## src/rtl/fbb_pkg.sv

```systemverilog
package fbb_pkg;

   localparam int NSRC = 6;

   // word index = haddr[5:2]; software depends on this order
   typedef enum logic [3:0] {
      RIX_DATA   = 4'd0,
      RIX_PF_LVL = 4'd1,
      RIX_PE_LVL = 4'd2,
      RIX_PF_HI  = 4'd3,
      RIX_PE_LO  = 4'd4,
      RIX_PF_LO  = 4'd5,
      RIX_PE_HI  = 4'd6,
      RIX_CTRL   = 4'd7,
      RIX_IE     = 4'd8,
      RIX_STAT   = 4'd9,
      RIX_WCNT   = 4'd10,
      RIX_RCNT   = 4'd11,
      RIX_ISTAT  = 4'd12
   } reg_idx_e;

   // control register bit positions
   localparam int CTL_GIE       = 0;
   localparam int CTL_FLUSH_RD  = 1;
   localparam int CTL_FLUSH_WR  = 2;
   localparam int CTL_FLUSH_ALL = 3;

endpackage

```

## src/rtl/fbb_bus_port.sv

```systemverilog
module fbb_bus_port
   import fbb_pkg::*;
#(
   parameter logic [31:0] BASE_ADDR = 32'hA000_0400,
   parameter int          DW        = 32
) (
   input  logic          hclk,
   input  logic          hresetn,
   input  logic          hsel,
   input  logic [31:0]   haddr,
   input  logic [1:0]    htrans,
   input  logic          hwrite,
   input  logic [2:0]    hsize,
   input  logic [31:0]   hwdata,
   output logic [31:0]   hrdata,
   output logic          hreadyout,
   output logic          hresp,
   output logic          push_en,
   output logic [DW-1:0] push_data,
   output logic          pop_en,
   input  logic [DW-1:0] pop_data,
   input  logic          st_full,
   input  logic          st_empty,
   output logic [3:0]    reg_idx,
   output logic          reg_wr,
   output logic          reg_rd,
   input  logic [31:0]   reg_rdata
);

   localparam int WIN_LSB = 6;

   if (BASE_ADDR[9:0] != 10'd0) begin : g_bad_base
      $error("BASE_ADDR must be 1 KB aligned");
   end
   if (DW < 1 || DW > 32) begin : g_bad_dw
      $error("DW must lie in 1..32");
   end

   logic       acc;
   logic       dp_act, dp_wr, rd_late;
   logic [3:0] dp_idx;
   logic       wait_cyc;
   logic       pop_sel_q, pop_ok_q;
   logic [31:0] rd_val_q;
   logic       unused_bits;

   assign unused_bits = ^{hsize, haddr[1:0], htrans[0]};

   assign acc = hsel && htrans[1] && hreadyout &&
                (haddr[31:WIN_LSB] == BASE_ADDR[31:WIN_LSB]);

   always_ff @(posedge hclk or negedge hresetn) begin
      if (!hresetn) begin
         dp_act <= 1'b0;
         dp_wr  <= 1'b0;
         dp_idx <= '0;
      end else if (acc) begin
         dp_act <= 1'b1;
         dp_wr  <= hwrite;
         dp_idx <= haddr[5:2];
      end else if (hreadyout) begin
         dp_act <= 1'b0;
      end
   end

   assign wait_cyc  = dp_act && !dp_wr && !rd_late;
   assign hreadyout = !wait_cyc;
   assign hresp     = 1'b0;

   always_ff @(posedge hclk or negedge hresetn) begin
      if (!hresetn) begin
         rd_late   <= 1'b0;
         pop_sel_q <= 1'b0;
         pop_ok_q  <= 1'b0;
         rd_val_q  <= '0;
      end else begin
         rd_late <= wait_cyc;
         if (wait_cyc) begin
            pop_sel_q <= (dp_idx == RIX_DATA);
            pop_ok_q  <= pop_en;
            rd_val_q  <= reg_rdata;
         end
      end
   end

   assign push_en   = dp_act && dp_wr && (dp_idx == RIX_DATA) && !st_full;
   assign push_data = hwdata[DW-1:0];
   assign pop_en    = wait_cyc && (dp_idx == RIX_DATA) && !st_empty;

   assign reg_idx = dp_idx;
   assign reg_wr  = dp_act && dp_wr;
   assign reg_rd  = wait_cyc;

   if (DW < 32) begin : g_narrow
      logic unused_hi;
      assign unused_hi = ^hwdata[31:DW];
   end

   always_comb begin
      hrdata = '0;
      if (rd_late) begin
         if (pop_sel_q) hrdata = pop_ok_q ? 32'(pop_data) : 32'd0;
         else           hrdata = rd_val_q;
      end
   end

   p_rd_wait_r3: assert property (@(posedge hclk) disable iff (!hresetn)
      (acc && !hwrite) |=> !hreadyout);
   p_wr_nowait_r3: assert property (@(posedge hclk) disable iff (!hresetn)
      (acc && hwrite) |=> hreadyout);
   p_one_wait_r3: assert property (@(posedge hclk) disable iff (!hresetn)
      !hreadyout |=> hreadyout);

endmodule

```

## src/rtl/fbb_regs.sv

```systemverilog
module fbb_regs
   import fbb_pkg::*;
#(
   parameter int WCW = 9,
   parameter int RCW = 9
) (
   input  logic            hclk,
   input  logic            hresetn,
   input  logic [3:0]      reg_idx,
   input  logic            reg_wr,
   input  logic [31:0]     reg_wdata,
   input  logic            reg_rd,
   output logic [31:0]     reg_rdata,
   input  logic [NSRC-1:0] status,
   input  logic [WCW-1:0]  occ_wr,
   input  logic [RCW-1:0]  occ_rd,
   output logic [WCW-1:0]  pfull_lvl,
   output logic [RCW-1:0]  pempty_lvl,
   output logic [WCW-1:0]  pfull_hi,
   output logic [RCW-1:0]  pempty_lo,
   output logic [WCW-1:0]  pfull_lo,
   output logic [RCW-1:0]  pempty_hi,
   output logic            flush_all,
   output logic            flush_wr,
   output logic            flush_rd,
   output logic            irq
);

   if (WCW < 4 || WCW > 19) begin : g_bad_wcw
      $error("WCW must lie in 4..19");
   end
   if (RCW < 4 || RCW > 19) begin : g_bad_rcw
      $error("RCW must lie in 4..19");
   end

   logic            gie;
   logic [NSRC-1:0] ie, istat, hits;
   logic            unused_wd;

   assign unused_wd = ^reg_wdata;
   assign hits      = status & ie;

   always_ff @(posedge hclk or negedge hresetn) begin
      if (!hresetn) begin
         pfull_lvl  <= '0;
         pempty_lvl <= '0;
         pfull_hi   <= '0;
         pempty_lo  <= '0;
         pfull_lo   <= '0;
         pempty_hi  <= '0;
         gie        <= 1'b0;
         ie         <= '0;
         flush_all  <= 1'b0;
         flush_wr   <= 1'b0;
         flush_rd   <= 1'b0;
      end else begin
         flush_all <= 1'b0;
         flush_wr  <= 1'b0;
         flush_rd  <= 1'b0;
         if (reg_wr) begin
            case (reg_idx)
               RIX_PF_LVL: pfull_lvl  <= reg_wdata[WCW-1:0];
               RIX_PE_LVL: pempty_lvl <= reg_wdata[RCW-1:0];
               RIX_PF_HI:  pfull_hi   <= reg_wdata[WCW-1:0];
               RIX_PE_LO:  pempty_lo  <= reg_wdata[RCW-1:0];
               RIX_PF_LO:  pfull_lo   <= reg_wdata[WCW-1:0];
               RIX_PE_HI:  pempty_hi  <= reg_wdata[RCW-1:0];
               RIX_CTRL: begin
                  gie       <= reg_wdata[CTL_GIE];
                  flush_rd  <= reg_wdata[CTL_FLUSH_RD];
                  flush_wr  <= reg_wdata[CTL_FLUSH_WR];
                  flush_all <= reg_wdata[CTL_FLUSH_ALL];
               end
               RIX_IE:  ie <= reg_wdata[NSRC-1:0];
               default: ;
            endcase
         end
      end
   end

   // sticky record: a new hit wins over the read clear
   always_ff @(posedge hclk or negedge hresetn) begin
      if (!hresetn)
         istat <= '0;
      else if (reg_rd && reg_idx == RIX_ISTAT)
         istat <= hits;
      else
         istat <= istat | hits;
   end

   always_comb begin
      case (reg_idx)
         RIX_PF_LVL: reg_rdata = 32'(pfull_lvl);
         RIX_PE_LVL: reg_rdata = 32'(pempty_lvl);
         RIX_PF_HI:  reg_rdata = 32'(pfull_hi);
         RIX_PE_LO:  reg_rdata = 32'(pempty_lo);
         RIX_PF_LO:  reg_rdata = 32'(pfull_lo);
         RIX_PE_HI:  reg_rdata = 32'(pempty_hi);
         RIX_CTRL:   reg_rdata = 32'(gie);
         RIX_IE:     reg_rdata = 32'(ie);
         RIX_STAT:   reg_rdata = 32'(status);
         RIX_WCNT:   reg_rdata = 32'(occ_wr);
         RIX_RCNT:   reg_rdata = 32'(occ_rd);
         RIX_ISTAT:  reg_rdata = 32'(istat);
         default:    reg_rdata = 32'd0;
      endcase
   end

   assign irq = gie && (|hits);

   p_istat_clr_r9: assert property (@(posedge hclk) disable iff (!hresetn)
      (reg_rd && reg_idx == RIX_ISTAT && hits == '0) |=> (istat == '0));
   p_flush_src_r6: assert property (@(posedge hclk) disable iff (!hresetn)
      (flush_wr || flush_rd || flush_all) |-> $past(reg_wr && reg_idx == RIX_CTRL));

endmodule

```

## src/rtl/fifo_bus_bridge.sv

```systemverilog
module fifo_bus_bridge
   import fbb_pkg::*;
#(
   parameter logic [31:0] BASE_ADDR = 32'hA000_0400,
   parameter int          DW        = 32,
   parameter int          WCW       = 9,
   parameter int          RCW       = 9
) (
   input  logic           hclk,
   input  logic           hresetn,
   input  logic           hsel,
   input  logic [31:0]    haddr,
   input  logic [1:0]     htrans,
   input  logic           hwrite,
   input  logic [2:0]     hsize,
   input  logic [31:0]    hwdata,
   output logic [31:0]    hrdata,
   output logic           hreadyout,
   output logic           hresp,
   output logic           push_en,
   output logic [DW-1:0]  push_data,
   output logic           pop_en,
   input  logic [DW-1:0]  pop_data,
   input  logic           st_full,
   input  logic           st_empty,
   input  logic           st_afull,
   input  logic           st_aempty,
   input  logic           st_pfull,
   input  logic           st_pempty,
   input  logic [WCW-1:0] occ_wr,
   input  logic [RCW-1:0] occ_rd,
   output logic           flush_all,
   output logic           flush_wr,
   output logic           flush_rd,
   output logic [WCW-1:0] pfull_lvl,
   output logic [RCW-1:0] pempty_lvl,
   output logic [WCW-1:0] pfull_hi,
   output logic [RCW-1:0] pempty_lo,
   output logic [WCW-1:0] pfull_lo,
   output logic [RCW-1:0] pempty_hi,
   output logic           irq
);

   logic [3:0]      reg_idx;
   logic            reg_wr, reg_rd;
   logic [31:0]     reg_rdata;
   logic [NSRC-1:0] status;

   assign status = {st_pempty, st_pfull, st_aempty, st_afull, st_empty, st_full};

   fbb_bus_port #(.BASE_ADDR(BASE_ADDR), .DW(DW)) u_port (
      .hclk(hclk), .hresetn(hresetn), .hsel(hsel), .haddr(haddr),
      .htrans(htrans), .hwrite(hwrite), .hsize(hsize), .hwdata(hwdata),
      .hrdata(hrdata), .hreadyout(hreadyout), .hresp(hresp),
      .push_en(push_en), .push_data(push_data), .pop_en(pop_en),
      .pop_data(pop_data), .st_full(st_full), .st_empty(st_empty),
      .reg_idx(reg_idx), .reg_wr(reg_wr), .reg_rd(reg_rd),
      .reg_rdata(reg_rdata)
   );

   fbb_regs #(.WCW(WCW), .RCW(RCW)) u_regs (
      .hclk(hclk), .hresetn(hresetn), .reg_idx(reg_idx), .reg_wr(reg_wr),
      .reg_wdata(hwdata), .reg_rd(reg_rd), .reg_rdata(reg_rdata),
      .status(status), .occ_wr(occ_wr), .occ_rd(occ_rd),
      .pfull_lvl(pfull_lvl), .pempty_lvl(pempty_lvl), .pfull_hi(pfull_hi),
      .pempty_lo(pempty_lo), .pfull_lo(pfull_lo), .pempty_hi(pempty_hi),
      .flush_all(flush_all), .flush_wr(flush_wr), .flush_rd(flush_rd),
      .irq(irq)
   );

endmodule

```

## config.mk

```make
export PLATFORM = sky130hd
export DESIGN_NAME = fifo_bus_bridge
export DESIGN_NICKNAME = d
export VERILOG_FILES = /design/src/rtl/fbb_pkg.sv /design/src/rtl/fbb_bus_port.sv /design/src/rtl/fbb_regs.sv /design/src/rtl/fifo_bus_bridge.sv
export SDC_FILE = /design/constraint.sdc
export NUM_CORES = 1
export LEC_CHECK = 0
export ABC_AREA = 1
export BUFFER_PORTS_ARGS = -buffer_cell sky130_fd_sc_hd__buf_2
export CAP_MARGIN = 40
export CELL_PAD_IN_SITES_DETAIL_PLACEMENT = 1
export CELL_PAD_IN_SITES_GLOBAL_PLACEMENT = 1
export CORE_MARGIN = 2
export CORE_UTILIZATION = 32
export CTS_CLUSTER_DIAMETER = 150
export DETAILED_ROUTE_END_ITERATION = 10
export PLACE_DENSITY = 0.85
export SKIP_LAST_GASP = 1
export SYNTH_ARGS = -nofsm -noshare
export SYNTH_HDL_FRONTEND = slang
export SYNTH_SLANG_ARGS = --single-unit
```

## constraint.sdc

```tcl
create_clock -name hclk -period 1.98 [get_ports hclk]
set_input_delay 0.396 -clock hclk [delete_from_list [all_inputs] [get_ports hclk]]
set_output_delay 0.396 -clock hclk [all_outputs]
set_load 0.1 [all_outputs]
```

**After elaboration in Yosys (flattened, before gate mapping)**

Cells that the tools add are included.
Widths: inputs -> output; s select.

- Bits in registers: 111
- Input port bits: 129
- Word-level logic and storage cells: 75

- Equality and inequality tests: 14
- Multiplexer cells: 13
- Bitwise operators: 2
- Reductions and logical operators: 27

Operators by type and width:

| kind | count |
|---|---|
| $pmux 9 s12 | 1 |
| $mux 32 | 3 |
| $eq 26x26->1 const B | 1 |
| $eq 4x4->1 const B | 5 |
| $eq 4x3->1 const B | 4 |
| $reduce_and 2->1 | 8 |
| $logic_and 1x1->1 | 12 |
| $eq 4x2->1 const B | 2 |
| $mux 1 | 8 |
| $and 6x6->6 | 1 |
| $mux 6 | 1 |
| $or 6x6->6 | 1 |
| $reduce_or 6->1 | 1 |
| $logic_not 1->1 | 5 |
| $eq 4x1->1 const B | 1 |
| $logic_not 4->1 | 1 |
| $ne 2x1->1 const B | 1 |

**Longest topological paths before layout**

Gate-level depths: netlist (run 1).

- Depth after elaboration: 7
- Gate-level depth with buffers: 10
- Depth with buffers taken out: 10

**Cells and area by module**

A second synthesis (run 1) with hierarchy kept.

- Cell total of the unflattened synthesis: 840
- Area, all modules: 6222.2 sq um

By module, submodules not included:

| module | instances | cells each | area an instance (sq um) |
|---|---|---|---|
| fbb_regs | 1 | 474 | 3647.2 |
| fbb_bus_port | 1 | 366 | 2575.0 |

**Least setup slack after synthesis (run 1)**

Ideal clock, no wire load.

- Kind: register -> output
- Start point: register u_port.dp_idx[2], in the netlist u_port.reg_idx[2]
- End point: output push_en
- Arrival: 3.658 ns
- Setup slack: -2.074 ns
- Cell stages (with the launch flop): 4
- Path buffers: 0
- Path through: dfrtp_1 > nor2_4 > inv_4 > nor4_1

- Longest elaborated chain between the ends: 3

RTL lines:

| element | line | source |
|---|---|---|
| start: declaration | fbb_bus_port.sv:41 | `logic [3:0] dp_idx;` |
| start signal: assignment | fbb_bus_port.sv:60 | `dp_idx <= haddr[5:2];` |
| $logic_not 4->1 | fbb_bus_port.sv:86 | `assign push_en = dp_act && dp_wr && (dp_idx == RIX_DATA) && !st_full;` |
| $logic_and 1x1->1 (2 in series) | fbb_bus_port.sv:86 |  |
| end: declaration | fifo_bus_bridge.sv:20 | `output logic push_en,` |

No other way between the ends.

**Worst setup path in the final report (run 1)**

- Start point: register u_port.dp_idx[0], in the netlist u_port.reg_idx[0]
- End point: output push_en

The elaborated chain is that of the path after synthesis.

==> results.rst, run 1 <==
.. list-table::
   :header-rows: 1

   * - Metric
     - Value
   * - Status
     - finished, final reports clean
   * - Initial DRC Count
     - 197
   * - Skew final
     - 0.00665 ns
   * - Final count of hold timing violations
     - 0
   * - Met3 track demand over resource in global routing
     - 3.40%
   * - Type of the setup path with the least slack
     - reg -> out
   * - Max clock buf depth
     - 2
   * - DR pass1 iterations
     - 4
   * - Met1 track utilization from global routing
     - 28.0%
   * - Category of the worst setup path launch point
     - flip-flop
   * - Share of cells above drive strength 1
     - 41.2%
   * - Final slew viol count
     - 0
   * - Clock buffer count from CTS
     - 9
   * - Most area-hungry cell type in the Yosys netlist
     - dfrtp_1
   * - Share of synthesized flip-flops with an asynchronous set or reset
     - 100%
   * - Post-synth top area share
     - 43.5%
   * - Arrival time worst endpoint
     - 1.57 ns
   * - Unrepaired setup endpoints after global routing
     - true
   * - Full die area
     - 16,800 sq um
   * - Worst ir drop on vdd
     - 0.356 mV
   * - Class of the tightest hold or removal check
     - in -> reg
   * - DP Area
     - 6920 sq um
   * - Netlist area before placement
     - 5060 sq um
   * - Highest-count cells in the layout ignoring fill and taps
     - nand2_1 (191), buf_2 (164), dfrtp_1 (83)
   * - Critical path peak fanout
     - 5
   * - Antenna-violating nets left
     - 0
   * - Final worst hold slack
     - 0.293 ns
   * - First-pass GRT wire length
     - 28,500 um
   * - Post-detailed-route via-to-cell ratio
     - 4.87
   * - Number of antenna violations at the first check in global routing
     - 0
   * - Max Clk Rate
     - 509 MHz
   * - Post-layout net count
     - 968
   * - Count of maximum capacitance violations
     - 0
   * - Clock root buffer master
     - clkbuf_16
   * - Avg WL per Cell
     - 17.6 um
   * - Die W
     - 130 um
   * - Predominant post-synthesis flop cell
     - dfrtp_1
   * - Power density over the cells
     - 565 nW/um^2
   * - Leakage component of the power
     - 0.00382 uW
   * - Floorplan row count
     - 45
   * - Worst Tran Pin Value
     - 0.570 ns
   * - Top-Level Pins
     - 255
   * - Post-Synthesis Mean Instance Area
     - 7.67 sq um
   * - Final design area excluding fillers
     - 7350 sq um
   * - Leading post-synthesis cells by cell area
     - dfrtp_1 (44%), nand2_1 (14%), nand3_1 (8.1%)
   * - Most crowded layer after global routing
     - met2
   * - Layout Area Growth over Synthesis
     - 45.2%
   * - Post-synthesis register bit count
     - 88
   * - Clock period minus worst slack
     - 1.96 ns
   * - Met2 usage in global routing
     - 39.5%
   * - Initial core utilization
     - 33.0%
   * - Global-route usage over all layers
     - 22.1%
   * - Pin count of the biggest net entering global routing
     - 34
   * - Global route overflow
     - 0
   * - Via count
     - 5,136
   * - Final weighted congestion in routability-driven placement
     - 0.918
   * - Post-route clock period utilization
     - 99.1%
   * - Post-layout total power
     - 4150 uW
   * - DPL Wire Length
     - 14,600 um
   * - EDFF count, synth
     - 0
   * - Filler cell count
     - 1,852
   * - Synthesized net count
     - 789
   * - Clock edge transition at the registers on the reported setup and hold paths
     - 0.06 ns
   * - Max transition margin
     - 61.8%
   * - Htree depth
     - 3
   * - Total DRC errors in the routed layout
     - 0
   * - Number of buffers added on ports
     - 201
   * - CP Capture Type
     - output pin
   * - Commonest non-fill, non-tap cell in the layout
     - nand2_1
   * - Wirelength, routed
     - 18,600 um
   * - Via count of the first global-routing pass
     - 5,216
   * - Latest clock arrival within the worst-skew pair
     - 0.35 ns
   * - Height of the die
     - 130 um
   * - Setup violation total in the final timing report
     - 0
   * - Clock sink count
     - 88
   * - Synthesis Warnings
     - 0
   * - Count of unique library cells instantiated by Yosys
     - 26
   * - TritonCTS clock tree
     - done
   * - Cells after synthesis
     - 660
   * - Required arrival time at the worst endpoint
     - 1.58 ns
   * - Portion of the post-synthesis area used by sequential elements
     - 43.5%
   * - Diode count
     - 0
   * - Core ar.
     - 15,300 sq um
## state kept, by name, summed over array words and instances, names as in the netlist
name	flops
u_port.dp_act	1
u_regs.flush_rd	1
u_regs.flush_all	1
u_regs.istat	6
u_regs.flush_wr	1
u_port.pop_ok_q	1
u_regs.pempty_hi	9
u_regs.ie	6
u_regs.pfull_lvl	9
u_port.dp_wr	1
u_port.pop_sel_q	1
u_port.rd_late	1
u_regs.pfull_lo	9
u_regs.pempty_lo	9
u_regs.gie	1
u_regs.pfull_hi	9
u_port.rd_val_q	9
u_regs.pempty_lvl	9
u_port.reg_idx	4
## logic make-up after synthesis
| family | synth area share [%] |
|---|---|
| AOI/OAI and AO/OA | 11.1 |
| buffers and inverters | 13.1 |
| DFF | 43.5 |
| other | 0.0741 |
| and+or+nand+nor | 32.3 |
## worst paths after layout
| check | from | endpoint | slack [ns] | cells past startpoint |
|---|---|---|---|---|
| max reg2reg | u_port.reg_idx[0] | u_regs.pfull_hi[7] | 0.18 | 8 |
| max in group asynchronous | hresetn | u_regs.pempty_lvl[6] | 0.82 | 3 |
| min in group asynchronous | hresetn | u_regs.flush_all | 0.51 | 2 |
| max | u_port.reg_idx[0] | push_en | 0.02 | 4 |
| min | haddr[4] | u_port.reg_idx[2] | 0.29 | 3 |
| min reg2reg | u_port.rd_val_q[0] | u_port.rd_val_q[0] | 0.49 | 2 |
## metal layers
metal / vias up / wire, um
met5: - / 0
met4: 0 / 243
met3: 19 / 1230
met2: 205 / 9470
met1: 2486 / 7640
li1: 2426 / -
## worst max-delay path, stage by stage (launching register included)
cell and delay [ns]:
dfrtp_2 0.46, nor2_4 0.18, inv_4 0.07, nor4_4 0.30, buf_12 0.22
## synthesized netlist by cell type (2+ instances only)
master	instances
buf_2	7
buf_4	37
buf_6	7
clkbuf_1	4
dfrtp_1	88
inv_1	60
inv_2	5
nand2_1	191
nand2_2	2
nand2_4	7
nand3_1	82
nand4_1	3
nor2_1	70
nor2_4	7
nor3_1	4
o21ai_0	23
o21ai_1	12
o21ai_2	43
## layout make-up
class,instances,area (sq um),share of cell area (%)
clock buffers,10,239,3.25
clock inverters,6,115,1.57
inverters,67,258,3.51
multi-input cells,450,2500,34.0
flip-flops and latches,88,2210,30.1
well taps,211,264,3.59
repair buffers,223,1770,24.0
## timing repair
action,CTS,global route
hold buffers,1,0
endpoints found under the setup margin,25,4
gates resized for setup,2,9
endpoints found under the hold margin,26,0
pin swaps,3,3
setup buffers,3,3
## power breakdown
part           leakage, uW  switching (uW)  internal [uW]
combinational      0.00278             231           96.6
sequential        0.000864            1.12           1800
clock             0.000175             746           1280
## per-stage QoR
stage	setup slack, ns	cells	setup TNS [ns]	util, %
2_1_floorplan	-0.428	660	-4.74	-
3_3_place_gp	0.187	1031	0	45.1
3_5_place_dp	0.223	1032	0	45.2
4_1_cts	-0.0471	1052	-0.0681	47.7
5_1_grt	-0.0416	1055	-0.0416	48.0
6_report	0.0169	1055	0	48.0
Power figures use the tool's default switching activity.
==> run 2, diff against run 1 <==
--- a/config.mk
+++ b/config.mk
@@ -15,6 +15,7 @@
 export CTS_CLUSTER_DIAMETER = 150
 export DETAILED_ROUTE_END_ITERATION = 10
 export PLACE_DENSITY = 0.85
+export SKIP_CTS_REPAIR_TIMING = 1
 export SKIP_LAST_GASP = 1
 export SYNTH_ARGS = -nofsm -noshare
 export SYNTH_HDL_FRONTEND = slang
==> constraint.sdc (replaced) <==
create_clock -name hclk -period 1.98 [get_ports hclk]
set_input_delay 0 -clock hclk [delete_from_list [all_inputs] [get_ports hclk]]
set_output_delay 0 -clock hclk [all_outputs]
set_load 0.1 [all_outputs]
==> results.rst, run 2 (synthesis gave the netlist of run 1 again) <==
.. list-table::
   :header-rows: 1

   * - Metric
     - Value
   * - Critical path peak fanout
     - 14 (was 5)
   * - Commonest non-fill, non-tap cell in the layout
     - nand2_1 (unchanged)
   * - R2R depth
     - 8 (unchanged)
   * - Diode count
     - 0 (unchanged)
   * - Startpoint of the most critical setup path
     - u_port.reg_idx[0] (unchanged)
   * - CP Capture Type
     - flip-flop (was output pin)
   * - DR pass1 iterations
     - 4 (unchanged)
   * - Worst ir drop on vdd
     - 0.332 mV (was 0.356 mV)
   * - Final slew viol count
     - 0 (unchanged)
   * - Post-layout total power
     - 3820 uW (was 4150 uW)
   * - Critical Path Max Stage Delay
     - 0.69 ns (was 0.46 ns)
   * - Number of antenna violations at the first check in global routing
     - 0 (unchanged)
   * - DPL Wire Length
     - 14,700 um (was 14,600 um)
   * - Status
     - finished with violations (was finished, final reports clean)
   * - Leakage component of the power
     - 0.00376 uW (was 0.00382 uW)
   * - Final count of hold timing violations
     - 1 (was 0)
   * - Worst Tran Pin Value
     - 0.916 ns (was 0.570 ns)
   * - Arrival time worst endpoint
     - 2.12 ns (was 1.57 ns)
   * - Sequential cell area
     - 2200 sq um (was 2210 sq um)
   * - Number of buffers added on ports
     - 201 (unchanged)
   * - Initial core utilization
     - 33.0% (unchanged)
   * - Global-route usage over all layers
     - 22.5% (was 22.1%)
   * - End of the worst register-to-register path
     - u_port.rd_val_q[0] (was u_regs.pfull_hi[7])
   * - Power density over the cells
     - 543 nW/um^2 (was 565 nW/um^2)
   * - Final critical-path setup slack
     - 0.147 ns (was 0.0169 ns)
   * - Initial DRC Count
     - 257 (was 197)
   * - Post-detailed-route via-to-cell ratio
     - 4.86 (was 4.87)
   * - R2R setup slack
     - 0.15 ns (was 0.18 ns)
   * - Max clock buf depth
     - 2 (unchanged)
   * - Total DRC errors in the routed layout
     - 0 (unchanged)
   * - Final worst hold slack
     - -0.0118 ns (was 0.293 ns)
   * - Pin count of the biggest net entering global routing
     - 70 (was 34)
   * - Max transition margin
     - 38.7% (was 61.8%)
   * - Startpoint of the most critical register-to-register path
     - u_port.reg_idx[0] (unchanged)
   * - Global route overflow
     - 0 (unchanged)
   * - Total area of multi-input combinational cells
     - 2300 sq um (was 2500 sq um)
   * - Core ar.
     - 15,300 sq um (unchanged)
   * - Layout Area Growth over Synthesis
     - 39.1% (was 45.2%)
   * - Type of the setup path with the least slack
     - reg -> reg (was reg -> out)
   * - Count of placed standard cells including taps
     - 1,028 (was 1,032)
   * - Number of stages on the worst hold path
     - 3 (unchanged)
   * - Clock sink count
     - 88 (unchanged)
   * - Clock buffer count from CTS
     - 9 (unchanged)
   * - Htree depth
     - 3 (unchanged)
   * - DP Worst Slack
     - 0.161 ns (was 0.223 ns)
   * - Category of the worst setup path launch point
     - flip-flop (unchanged)
   * - CP cell instances
     - inv_1 -> nor2_1 -> nand3_1 -> nand2_1 -> nor2_1 -> nand3_1 -> nand2_1 -> nand2_1 (was nor2_4 -> inv_4 -> nor4_4 -> buf_12)
   * - Unrepaired setup endpoints after global routing
     - false (was true)
   * - Avg WL per Cell
     - 18.1 um (was 17.6 um)
   * - Wirelength, routed
     - 19,000 um (was 18,600 um)
   * - TritonCTS clock tree
     - done (unchanged)
   * - Antenna-violating nets left
     - 0 (unchanged)
   * - Capture point of the worst path
     - u_port.rd_val_q[0] (was push_en)
   * - Post-route clock period utilization
     - 92.6% (was 99.1%)
   * - Class of the tightest hold or removal check
     - in -> reg (unchanged)
   * - Height of the die
     - 130 um (unchanged)
   * - Via count of the first global-routing pass
     - 5,232 (was 5,216)
   * - Top-Level Pins
     - 255 (unchanged)
   * - Critical path's slowest cell
     - nor2_1 (was dfrtp_2)
   * - Setup violation total in the final timing report
     - 0 (unchanged)
   * - Filler cell count
     - 1,872 (was 1,852)
   * - Via count
     - 5,119 (was 5,136)
   * - Count of maximum capacitance violations
     - 0 (unchanged)
   * - Clock edge transition at the registers on the reported setup and hold paths
     - 0.07 ns (was 0.06 ns)
   * - Max Clk Rate
     - 546 MHz (was 509 MHz)
   * - Clock period minus worst slack
     - 1.83 ns (was 1.96 ns)
   * - Latest clock arrival within the worst-skew pair
     - 0.36 ns (was 0.35 ns)
   * - Floorplan row count
     - 45 (unchanged)
   * - Violated checks
     - negative hold slack
   * - Post-Layout Cell Count
     - 1,054 (was 1,055)
   * - Setup tns final
     - 0 ns (unchanged)
   * - Full die area
     - 16,800 sq um (unchanged)
   * - Required arrival time at the worst endpoint
     - 2.27 ns (was 1.58 ns)
   * - Highest-count cells in the layout ignoring fill and taps
     - nand2_1 (191), buf_2 (166), dfrtp_1 (88) (was nand2_1 (191), buf_2 (164), dfrtp_1 (83))
   * - Die W
     - 130 um (unchanged)
   * - Clock root buffer master
     - clkbuf_16 (unchanged)
   * - Skew final
     - 0.0140 ns (was 0.00665 ns)
   * - Post-layout net count
     - 967 (was 968)
   * - Final weighted congestion in routability-driven placement
     - 0.890 (was 0.918)
   * - First-pass GRT wire length
     - 28,800 um (was 28,500 um)
   * - Share of cells above drive strength 1
     - 38.0% (was 41.2%)
   * - Most used cell, CP
     - nand2_1
==> run 2: changes by cell type in the layout (fill, tap and decap cells not counted), moves of 9 or more <==
cell,previous run,this run
buf_4,18,9
dlygate4sd3_1,1,10
nor2_1,45,57
nor2_2,1,13
nor2_4,32,8
o21ai_2,43,52
==> run 2: worst max-delay path, delay by kind of cell (launching register included) <==
| kind | cells | cell delay [ns] |
|---|---|---|
| buf+inv | 1 | 0.07 |
| flops | 1 | 0.41 |
| simple gates | 7 | 1.28 |
==> run 2: power by group <==
part,internal (uW),switching (uW)
Combinational,104,222
Sequential,1800,1.15
Clock,879,817
Total,2780,1040
==> run 2: through the flow <==
stage,instance area (sq um),util (%)
3_5_place_dp,6630,43.3
6_report,7040,46.0
4_1_cts,6920,45.2
3_3_place_gp,6630,43.3
5_1_grt,7040,46.0
2_1_floorplan,5140,-
==> run 2: final cells by class <==
cell class / instances / area share [%]
timing repair buffer: 222 / 24.6
clock inverter: 7 / 0.853
inverter: 67 / 3.61
multi-input combinational: 450 / 32.7
sequential: 88 / 31.3
tap: 211 / 3.75
clock buffer: 9 / 3.20
==> run 2: worst min-delay path by stage <==
stage,start,end,slack [ns]
floorplan,hresetn,u_port.dp_act,-0.30
global route,hwdata[24],push_data[24],0.0005
detailed placement,hresetn,u_regs.flush_all,-0.10
finish,st_afull,u_regs.istat[2],-0.01
global placement,hresetn,u_regs.flush_all,-0.10
CTS,hresetn,u_regs.flush_all,-0.48
==> run 2: routing by layer <==
layer / share of wire [%] / vias to the layer above / track usage, %
met5: 0 / - / 0
met4: 1.9 / 0 / 7.40
met3: 7.3 / 24 / 4.43
met2: 50 / 209 / 39.6
met1: 41 / 2458 / 27.8
li1: - / 2428 / -
